`config.mk`:
```
export PLATFORM = sky130hd
export DESIGN_NAME = dcrf_top
export DESIGN_NICKNAME = d
export VERILOG_FILES = /design/src/rtl/dcrf_pkg.sv /design/src/rtl/dcrf_slot.sv /design/src/rtl/dcrf_array.sv /design/src/rtl/dcrf_read.sv /design/src/rtl/dcrf_top.sv
export SDC_FILE = /design/constraint.sdc
export NUM_CORES = 1
export LEC_CHECK = 0
export ABC_AREA = 1
export ABC_CLOCK_PERIOD_IN_PS = 2300
export BUFFER_PORTS_ARGS = -buffer_cell sky130_fd_sc_hd__buf_2
export CAP_MARGIN = 0
export CORE_AREA = 2 2 247 176
export CTS_CLUSTER_DIAMETER = 60
export DETAILED_ROUTE_END_ITERATION = 7
export DIE_AREA = 0 0 249 178
export PLACE_DENSITY = 0.72
export SLEW_MARGIN = 0
export SYNTH_ARGS = -nofsm -noshare
export SYNTH_HDL_FRONTEND = slang
export SYNTH_SLANG_ARGS = --single-unit
```
`constraint.sdc`:
```
create_clock -name clk -period 2.3 [get_ports clk]
set_clock_uncertainty 0.1 [all_clocks]
set_input_delay 0.115 -clock clk [delete_from_list [all_inputs] [get_ports clk]]
set_output_delay 0.115 -clock clk [all_outputs]
set_load 0.02 [all_outputs]
```
`src/rtl/dcrf_pkg.sv`:
```
package dcrf_pkg;
    typedef enum logic [0:0] {
        SLOT_EMPTY = 1'b0,
        SLOT_ARMED = 1'b1
    } slot_state_e;
endpackage

```
`src/rtl/dcrf_slot.sv`:
```
// Holding slot for late moves: state machine plus captured address and data.
module dcrf_slot
    import dcrf_pkg::*;
#(
    parameter int ADDR_W = 4,
    parameter int DATA_W = 16
) (
    input  logic              clk,
    input  logic              rst_n,
    input  logic              instr_valid,
    input  logic              wr_en,
    input  logic              wr_late,
    input  logic [ADDR_W-1:0] wr_addr,
    input  logic [DATA_W-1:0] cap_data,
    output logic              land_en,
    output logic [ADDR_W-1:0] land_addr,
    output logic [DATA_W-1:0] land_data,
    output logic              slot_busy
);
    slot_state_e state_q, state_d;
    logic        late_go;
    logic [ADDR_W-1:0] addr_q;
    logic [DATA_W-1:0] data_q;

    assign late_go = instr_valid && wr_en && wr_late;

    // next-state: ARM, RE_ARM, DRAIN, HOLD
    always_comb begin
        state_d = state_q;
        unique case (state_q)
            SLOT_EMPTY: if (late_go) state_d = SLOT_ARMED;
            SLOT_ARMED: if (instr_valid && !late_go) state_d = SLOT_EMPTY;
            default:    state_d = SLOT_EMPTY;
        endcase
    end

    // state register
    always_ff @(posedge clk) begin
        if (!rst_n) state_q <= SLOT_EMPTY;
        else        state_q <= state_d;
    end

    // captured payload
    always_ff @(posedge clk) begin
        if (!rst_n) begin
            addr_q <= '0;
            data_q <= '0;
        end else if (late_go) begin
            addr_q <= wr_addr;
            data_q <= cap_data;
        end
    end

    // outputs
    always_comb begin
        slot_busy = (state_q == SLOT_ARMED);
        land_en   = (state_q == SLOT_ARMED) && instr_valid;
        land_addr = addr_q;
        land_data = data_q;
    end

    AST_ARM_AFTER_LATE: assert property (@(posedge clk) disable iff (!rst_n)
        late_go |=> slot_busy);
    AST_DRAIN_CLEARS: assert property (@(posedge clk) disable iff (!rst_n)
        (slot_busy && instr_valid && !late_go) |=> !slot_busy);
    AST_IDLE_HOLDS: assert property (@(posedge clk) disable iff (!rst_n)
        !instr_valid |=> ($stable(slot_busy) && $stable(land_data) && $stable(land_addr)));
    AST_RE_ARM_CAPTURE: assert property (@(posedge clk) disable iff (!rst_n)
        late_go |=> (land_data == $past(cap_data)));
endmodule

```
`src/rtl/dcrf_array.sv`:
```
// Storage array with an ordinary write channel and a landing channel.
module dcrf_array #(
    parameter int NUM_REGS = 16,
    parameter int DATA_W   = 16,
    parameter int ADDR_W   = 4
) (
    input  logic                             clk,
    input  logic                             rst_n,
    input  logic                             norm_en,
    input  logic [ADDR_W-1:0]                norm_addr,
    input  logic [DATA_W-1:0]                norm_data,
    input  logic                             land_en,
    input  logic [ADDR_W-1:0]                land_addr,
    input  logic [DATA_W-1:0]                land_data,
    output logic [NUM_REGS-1:0][DATA_W-1:0]  regs_q
);
    for (genvar g = 0; g < NUM_REGS; g++) begin : g_entry
        logic hit_norm, hit_land;
        assign hit_norm = norm_en && (norm_addr == ADDR_W'(g));
        assign hit_land = land_en && (land_addr == ADDR_W'(g));
        always_ff @(posedge clk) begin
            if (!rst_n)        regs_q[g] <= '0;
            else if (hit_norm) regs_q[g] <= norm_data;
            else if (hit_land) regs_q[g] <= land_data;
        end
    end

    AST_NORMAL_LANDS: assert property (@(posedge clk) disable iff (!rst_n)
        norm_en |=> (regs_q[$past(norm_addr)] == $past(norm_data)));
    AST_LATE_LANDS: assert property (@(posedge clk) disable iff (!rst_n)
        (land_en && !(norm_en && norm_addr == land_addr))
        |=> (regs_q[$past(land_addr)] == $past(land_data)));
    AST_NORMAL_WINS: assert property (@(posedge clk) disable iff (!rst_n)
        (land_en && norm_en && norm_addr == land_addr)
        |=> (regs_q[$past(land_addr)] == $past(norm_data)));
endmodule

```
`src/rtl/dcrf_read.sv`:
```
// Combinational read ports with bypass of the ordinary write only.
module dcrf_read #(
    parameter int NUM_REGS  = 16,
    parameter int DATA_W    = 16,
    parameter int ADDR_W    = 4,
    parameter int NUM_PORTS = 2
) (
    input  logic [NUM_REGS-1:0][DATA_W-1:0]  regs_q,
    input  logic [NUM_PORTS-1:0][ADDR_W-1:0] rd_addr,
    input  logic                             fwd_en,
    input  logic [ADDR_W-1:0]                fwd_addr,
    input  logic [DATA_W-1:0]                fwd_data,
    output logic [NUM_PORTS-1:0][DATA_W-1:0] rd_data
);
    for (genvar p = 0; p < NUM_PORTS; p++) begin : g_port
        always_comb begin
            if (fwd_en && (fwd_addr == rd_addr[p])) rd_data[p] = fwd_data;
            else                                    rd_data[p] = regs_q[rd_addr[p]];
        end
    end
endmodule

```
`src/rtl/dcrf_top.sv`:
```
module dcrf_top #(
    parameter int NUM_REGS = 16,
    parameter int DATA_W   = 16,
    localparam int ADDR_W  = $clog2(NUM_REGS)
) (
    input  logic              clk,
    input  logic              rst_n,
    input  logic              instr_valid,
    input  logic [ADDR_W-1:0] rd_a_addr,
    input  logic [ADDR_W-1:0] rd_b_addr,
    output logic [DATA_W-1:0] rd_a_data,
    output logic [DATA_W-1:0] rd_b_data,
    input  logic              wr_en,
    input  logic              wr_late,
    input  logic [ADDR_W-1:0] wr_addr,
    input  logic [DATA_W-1:0] wr_data,
    output logic              irq_hold
);
    localparam int NPORT = 2;

    logic [NUM_REGS-1:0][DATA_W-1:0] regs_q;
    logic [NPORT-1:0][ADDR_W-1:0]    rd_addr;
    logic [NPORT-1:0][DATA_W-1:0]    rd_data;
    logic              norm_en, land_en, slot_busy;
    logic [ADDR_W-1:0] land_addr;
    logic [DATA_W-1:0] land_data;

    assign norm_en = instr_valid && wr_en && !wr_late;
    assign rd_addr = {rd_b_addr, rd_a_addr};

    dcrf_slot #(.ADDR_W(ADDR_W), .DATA_W(DATA_W)) u_slot (
        .clk(clk), .rst_n(rst_n), .instr_valid(instr_valid),
        .wr_en(wr_en), .wr_late(wr_late), .wr_addr(wr_addr),
        .cap_data(regs_q[rd_a_addr]),
        .land_en(land_en), .land_addr(land_addr), .land_data(land_data),
        .slot_busy(slot_busy)
    );

    dcrf_array #(.NUM_REGS(NUM_REGS), .DATA_W(DATA_W), .ADDR_W(ADDR_W)) u_array (
        .clk(clk), .rst_n(rst_n),
        .norm_en(norm_en), .norm_addr(wr_addr), .norm_data(wr_data),
        .land_en(land_en), .land_addr(land_addr), .land_data(land_data),
        .regs_q(regs_q)
    );

    dcrf_read #(.NUM_REGS(NUM_REGS), .DATA_W(DATA_W), .ADDR_W(ADDR_W), .NUM_PORTS(NPORT)) u_read (
        .regs_q(regs_q), .rd_addr(rd_addr),
        .fwd_en(norm_en), .fwd_addr(wr_addr), .fwd_data(wr_data),
        .rd_data(rd_data)
    );

    assign rd_a_data = rd_data[0];
    assign rd_b_data = rd_data[1];
    assign irq_hold  = slot_busy;

    AST_HOLD_RISES: assert property (@(posedge clk) disable iff (!rst_n)
        (instr_valid && wr_en && wr_late) |=> irq_hold);
    AST_NO_WRITE_IDLE: assert property (@(posedge clk) disable iff (!rst_n)
        (!instr_valid && !irq_hold) |=> $stable(regs_q));
    AST_NOWE_NO_ARM: assert property (@(posedge clk) disable iff (!rst_n)
        (!irq_hold && !(instr_valid && wr_en && wr_late)) |=> !irq_hold);
endmodule

```
==> summary.txt, run 1 <==
CTS
  – H-tree depth: 1
  – Clock sinks: between 200 and 300
  – CTS buffer count: 31
  – TritonCTS clock tree: done
  – Clk Latency, worst-skew pair: roughly 0.59 ns
  – CTS root buf: clkbuf_16
  – Total setup buffers inserted after CTS: 0
  – Clk pin slew, worst setup/hold paths: 0.07 ns
  – Clk buf depth: 3

Floorplanning
  – Row cnt: 63
  – Core ar.: 41900 um^2
  – Chip height: ~180 um
  – Die X: 249 um
  – Starting Density: 44.7%
  – I/O Pins: 66
  – Die Footprint: 44300 um^2

Detailed routing
  – Drt initial violations: 3909
  – Iteration count of the initial detailed-routing pass: 8
  – Routed Wire Length: 75.8 mm
  – Via density: 5.71
  – DRC: 0
  – Vias: 21600
  – Post-DRT Antenna Nets: 0
  – Mean routed wirelength per cell: 20.0 um

Synth
  – Yosys cell types: 25
  – Mapped Cells: roughly 3300
  – Synthesis-stage register bit count: 277
  – Syn Area/Cell: around 5.7 um^2
  – Sequential fraction of the synthesis area: 29.6%
  – Number of synthesis warnings: 0
  – Post-Syn Nets: roughly 3300
  – Post-synthesis cell area: 18700 um^2

Power
  – PwrDens: 590 nW/um^2
  – VDD IR max: 0.574 mV
  – Pleak: around 9.4 nW
  – Tot Pwr: 12.3 mW

Finish
  – Final-stage net count: 3236
  – Core Util, Final: 49.8%
  – Layout cells sized above 1: 7.38%
  – Commonest non-fill, non-tap cell in the layout: nand2_1
  – Area delta synth->final: 11.4%
  – Number of fill cells: 4321
  – Multi-input logic area: 10800 um^2
  – Total area of sequential cells: 5550 um^2
  – Most frequent cells in the layout: nand2_1 (1152), nand3_1 (418), nor2_1 (351)

Worst setup path
  – Crit-path max FO: 16
  – Worst path cell trace: dlygate4sd3_1 -> buf_2 -> nand3_4 -> nor2_4 -> inv_2 -> nand2_1 -> nand2_1 -> buf_2
  – Crit. End Element: primary output
  – Slowest cell on the critical path: dlygate4sd3_1
  – Worst setup SP type: input pin
  – Setup CP Type: in2out
  – Crit path required time: 2.09 ns
  – Crit path DAT: about 2 ns
  – CP max stage delay: between 0.5 and 0.6 ns

Global routing
  – Vias in the first global route: 18300
  – Grt ovf: 0
  – Tot GR Track Use: 33.3%
  – Initial antenna violation count: 1
  – GRT met3 Usage: 11.1%
  – Met1 Usage GRT: roughly half
  – Largest net degree at the start of global routing: 84
  – GR Util met2: 44.5%
  – First-pass GRT wire length: 114 mm
  – Grt peak-use layer: met1

STA
  – RSZ-0062 raised after global routing: true
  – Hold WS: -0.0155 ns
  – Hold Fails Final Rpt: 2
  – Fmax: 446 MHz
  – Worst-margin pin slew: ~0.67 ns
  – Tmin final: 2.24 ns
  – Endpoints failing setup: 0
  – Slew margin rel.: 55.1%
  – Max-slew violations: 0
  – Period utilization: a little over nine tenths

Flow run
  – Max capacitance violation total: 0

Placement
  – Port Buffers: 65
  – Placer's final routability congestion estimate: 0.974
  – Post-DP HPWL: around 50 mm

Run status
  – Failing checks: negative hold slack
  – Status: complete, but fails checks

Min path
  – Hold Path Class: in2reg
timing repair:
item,in CTS,in global routing
setup endpoints to repair,0,17
hold buffers,26,0
resized for setup,0,9
endpoints found under the hold margin,188,0
where the power goes:
group / switching (mW) / total, mW / internal [mW] / leakage [nW]
Combinational: 1.38 / 1.92 / 0.533 / 6.67
Clock: 2.28 / 5.48 / 3.19 / 0.529
Sequential: 0.0580 / 4.91 / 4.85 / 2.24
final cells by class:
| cell class | count | share of cell area, % |
|---|---|---|
| timing repair buffer | 179 | 7.06 |
| multi-input combinational | 2394 | 52.0 |
| sequential | 277 | 26.6 |
| tap | 552 | 3.31 |
| clock buffer | 44 | 4.34 |
| inverter | 320 | 5.79 |
| antenna | 1 | 0.0120 |
| clock inverter | 13 | 0.912 |
critical path, delay by kind of cell:
family	cells	cell delay, ns
buf+inv	4	1.17
simple gates	4	0.72
cells by family (layout without fill, tap and decap cells):
| logic type | after synthesis | in the layout | synth area share (%) |
|---|---|---|---|
| DFF | 277 | 277 | 29.6 |
| xor gates and xnor gates | 4 | 4 | 0.187 |
| buffers and inverters | 588 | 556 | 12.6 |
| other | 0 | 1 | 0 |
| and+or+nand+nor | 1949 | 1949 | 42.4 |
| AOI/OAI and AO/OA | 441 | 441 | 15.2 |
through the flow:
step | instances | cell area (um^2) | setup WS, ns | hold WS, ns | TNS (ns)
after CTS | 3779 | 20800 | 0.0822 | 0.0160 | 0
after floorplan | 3259 | 18700 | 0.727 | 0.150 | 0
after detailed placement | 3696 | 19500 | 0.348 | 0.370 | 0
after global placement | 3696 | 19500 | 0.369 | 0.364 | 0
after global routing | 3779 | 20900 | -0.00759 | 0.0385 | -0.00759
final | 3780 | 20900 | 0.0584 | -0.0155 | 0
cells in the mapped netlist (all sizes together):
cell type,count,share of area (%)
nor3,4,0.19
o21ai,68,1.8
a21oi,119,3.2
inv,302,6.1
o211ai,254,10
nor2,363,7.5
clkbuf,142,2.9
xor2,3,0.14
nand3,425,12
clkinv,18,0.36
dfxtp,277,30
buf,126,3.3
nand2,1157,23
xnor2,1,0.047
sequential cells by signal, summed over array words and instances, names as in the netlist:
register	flops
u_array.regs_q	256
u_slot.land_addr	4
u_slot.land_data	16
u_slot.slot_busy	1
path summary, 6_finish.rpt:
check | endpoint | slack [ns] | cells after the start | startpoint
worst min-delay path | u_array.regs_q[193] | -0.02 | 5 | wr_addr[1]
worst max-delay path | rd_b_data[14] | 0.06 | 8 | instr_valid
worst min register to register | u_slot.slot_busy | 0.40 | 2 | u_slot.slot_busy
worst max register to register | u_array.regs_q[198] | 0.07 | 5 | u_slot.land_data[6]
layer usage:
metal,part of all wire [%],vias up
met5,0.11,-
met1,43,9568
met3,16,149
li1,-,10300
met4,3.2,2
met2,38,1570
(Power assumes the default switching activity.)
==> run 2: changes to the inputs <==
--- a/config.mk
+++ b/config.mk
@@ -11,9 +11,11 @@
 export CAP_MARGIN = 0
 export CORE_AREA = 2 2 247 176
 export CTS_CLUSTER_DIAMETER = 60
+export CTS_CLUSTER_SIZE = 10
 export DETAILED_ROUTE_END_ITERATION = 7
 export DIE_AREA = 0 0 249 178
 export PLACE_DENSITY = 0.72
+export RECOVER_POWER = 25
 export SLEW_MARGIN = 0
 export SYNTH_ARGS = -nofsm -noshare
 export SYNTH_HDL_FRONTEND = slang
==> summary.txt, run 2 (same netlist as run 1, synthesis figures left out) <==
Power
  – Switching share of power: 30.4% (was 30.3%)
  – Comb pwr share: 15.9% (was 15.6%)
  – Internal power: 8.29 mW (was 8.58 mW)
  – Clock share of power: 42.8% (was 44.5%)
  – Pleak: 9.33 nW (was 9.43 nW)
  – Sw Pwr: 3.63 mW (was 3.73 mW)
  – VDD IR max: 0.492 mV (was 0.574 mV)
  – Flop pwr share: 41.2% (was 39.9%)
  – Tot Pwr: 11.9 mW (was 12.3 mW)
  – PwrDens: 578 nW/um^2 (was 590 nW/um^2)

Global routing
  – Vias in the first global route: 18200 (was 18300)
  – Tot GR Track Use: 33.3% (about the same)
  – First-pass GRT wire length: 114 mm (about the same)
  – Grt ovf: 0 (unchanged)
  – Largest net degree at the start of global routing: 84 (unchanged)
  – Initial antenna violation count: 0 (was 1)

Worst setup path
  – Crit path from: u_array.regs_q[84] (was instr_valid)
  – Crit path DAT: 1.99 ns (was 2.03 ns)
  – Worst setup path endpoint: rd_a_data[4] (was rd_b_data[14])
  – Crit-path max FO: 3 (was 16)
  – Reg-to-Reg End: u_array.regs_q[10] (was u_array.regs_q[198])
  – Crit. End Element: primary output (unchanged)
  – Crit path required time: 2.09 ns (about the same)
  – Setup CP Type: reg2out (was in2out)
  – Worst path cell trace: inv_1 -> nand2_1 -> nand3_1 -> nand3_1 -> nand3_1 -> nand2_1 -> nand2_1 -> nand2_1 -> buf_2 (was dlygate4sd3_1 -> buf_2 -> nand3_4 -> nor2_4 -> inv_2 -> nand2_1 -> nand2_1 -> buf_2)
  – R2R depth: 7 (was 5)
  – CP max stage delay: 0.31 ns (was 0.55 ns)
  – FF-to-FF Start: u_slot.slot_busy (was u_slot.land_data[6])
  – Slowest cell on the critical path: dfxtp_1 (was dlygate4sd3_1)
  – Most frequent CP cell: nand2_1
  – Setup slack, reg-to-reg: 0.12 ns (was 0.07 ns)
  – Worst setup SP type: register (was input pin)

Placement
  – Port Buffers: 65 (unchanged)
  – Placed insts: 3696 (unchanged)
  – Post-DP HPWL: 49.9 mm (unchanged)
  – DP Worst Slack: 0.348 ns (unchanged)
  – Placed Area: 19500 um^2 (unchanged)
  – Placer's final routability congestion estimate: 0.974 (unchanged)

Floorplanning
  – Core ar.: 41900 um^2 (unchanged)
  – Die Footprint: 44300 um^2 (unchanged)
  – I/O Pins: 66 (unchanged)
  – Row cnt: 63 (unchanged)
  – Chip height: 178 um (unchanged)
  – Die X: 249 um (unchanged)
  – Starting Density: 44.7% (unchanged)

Finish
  – Cell area after layout: 20600 um^2 (was 20900 um^2)
  – Max reg flops: 256 (unchanged)
  – Layout cells sized above 1: 6.67% (was 7.38%)
  – Area delta synth->final: 10.1% (was 11.4%)
  – ANT cells: 0 (was 1)
  – Final-stage net count: 3235 (was 3236)
  – Most frequent cells in the layout: nand2_1 (1156), nand3_1 (423), nor2_1 (351) (was nand2_1 (1152), nand3_1 (418), nor2_1 (351))
  – Core Util, Final: 49.3% (was 49.8%)
  – Finished Layout Cells: 3762 (was 3780)
  – Largest Register: u_array.regs_q (unchanged)
  – Commonest non-fill, non-tap cell in the layout: nand2_1 (unchanged)

Detailed routing
  – Iteration count of the initial detailed-routing pass: 8 (unchanged)
  – Drt initial violations: 3891 (was 3909)
  – Routed Wire Length: 75.6 mm (was 75.8 mm)
  – Via density: 5.72 (was 5.71)
  – Post-DRT Antenna Nets: 0 (unchanged)
  – Mean routed wirelength per cell: 20.1 um (was 20.0 um)
  – DRC: 7 (was 0)
  – Vias: 21500 (was 21600)

CTS
  – CTS root buf: clkbuf_16 (unchanged)
  – TritonCTS clock tree: done (unchanged)
  – CTS buffer count: 35 (was 31)
  – Clk buf depth: 3 (unchanged)
  – Clock sinks: 277 (unchanged)
  – Clk pin slew, worst setup/hold paths: 0.06 ns (was 0.07 ns)
  – Total setup buffers inserted after CTS: 0 (unchanged)
  – Clk Latency, worst-skew pair: 0.53 ns (was 0.59 ns)
  – H-tree depth: 2 (was 1)

STA
  – Slew margin rel.: 19.6% (was 55.1%)
  – Setup TNS: 0 ns (unchanged)
  – Max-slew violations: 0 (unchanged)
  – Fmax: 453 MHz (was 446 MHz)
  – Tmin final: 2.21 ns (was 2.24 ns)
  – RSZ-0062 raised after global routing: false (was true)
  – Final Worst Setup Slack: 0.0902 ns (was 0.0584 ns)
  – Hold Fails Final Rpt: 0 (was 2)
  – Worst-margin pin slew: 1.21 ns (was 0.672 ns)
  – Period utilization: 96.1% (was 97.5%)
  – Endpoints failing setup: 0 (unchanged)
  – Hold WS: 0.00662 ns (was -0.0155 ns)

Run status
  – Status: complete, but fails checks (unchanged)
  – Failing checks: design-rule violations (was negative hold slack)

Flow run
  – Max capacitance violation total: 0 (unchanged)

Min path
  – Hold Path Class: in2reg (unchanged)
==> run 2: cell type report <==
cell class / count / area, um^2
fill: 4364 / 21200
multi-input combinational: 2394 / 10800
sequential: 277 / 5550
timing repair buffer: 174 / 1400
inverter: 320 / 1210
clock buffer: 41 / 918
tap: 552 / 691
clock inverter: 4 / 55.1
==> run 2: how the worst min path moves through the flow <==
stage / endpoint / startpoint / cells past startpoint
after global placement: u_slot.slot_busy / instr_valid / 4
after CTS: u_slot.land_data[9] / rd_a_addr[3] / 5
final: u_array.regs_q[160] / rst_n / 3
after detailed placement: u_slot.slot_busy / instr_valid / 4
after global routing: u_slot.land_data[3] / rd_a_addr[3] / 5
after floorplan: u_array.regs_q[12] / wr_data[12] / 2
==> run 2: what timing repair did <==
action | 4_1_cts | 5_1_grt
hold buffers | 21 | 0
resized for setup | 0 | 1
hold endpoints to repair | 127 | 0
endpoints found under the setup margin | 0 | 2
==> run 2: critical path: cells and delay by family (launching register included) <==
| kind | cells | cell delay, ns |
|---|---|---|
| AND/OR/NAND/NOR | 7 | 0.89 |
| buffers and inverters | 2 | 0.24 |
| flip-flops | 1 | 0.31 |
==> run 2: power groups by stage <==
stage          clock [mW]  sequential [mW]  combinational, mW
6_report             5.10             4.91               1.90
5_1_grt              5.29             4.91               2.01
4_1_cts              5.11             4.91               1.82
3_5_place_dp            0             5.01               1.78
3_3_place_gp            0             5.01               1.78
2_1_floorplan           0             4.98               1.14
==> run 2: layer usage <==
metal / track usage, % / part of all wire (%)
met1: 49.4 / 43
met3: 10.7 / 16
met2: 45.0 / 38
met5: 0 / 0
met4: 9.85 / 3.0
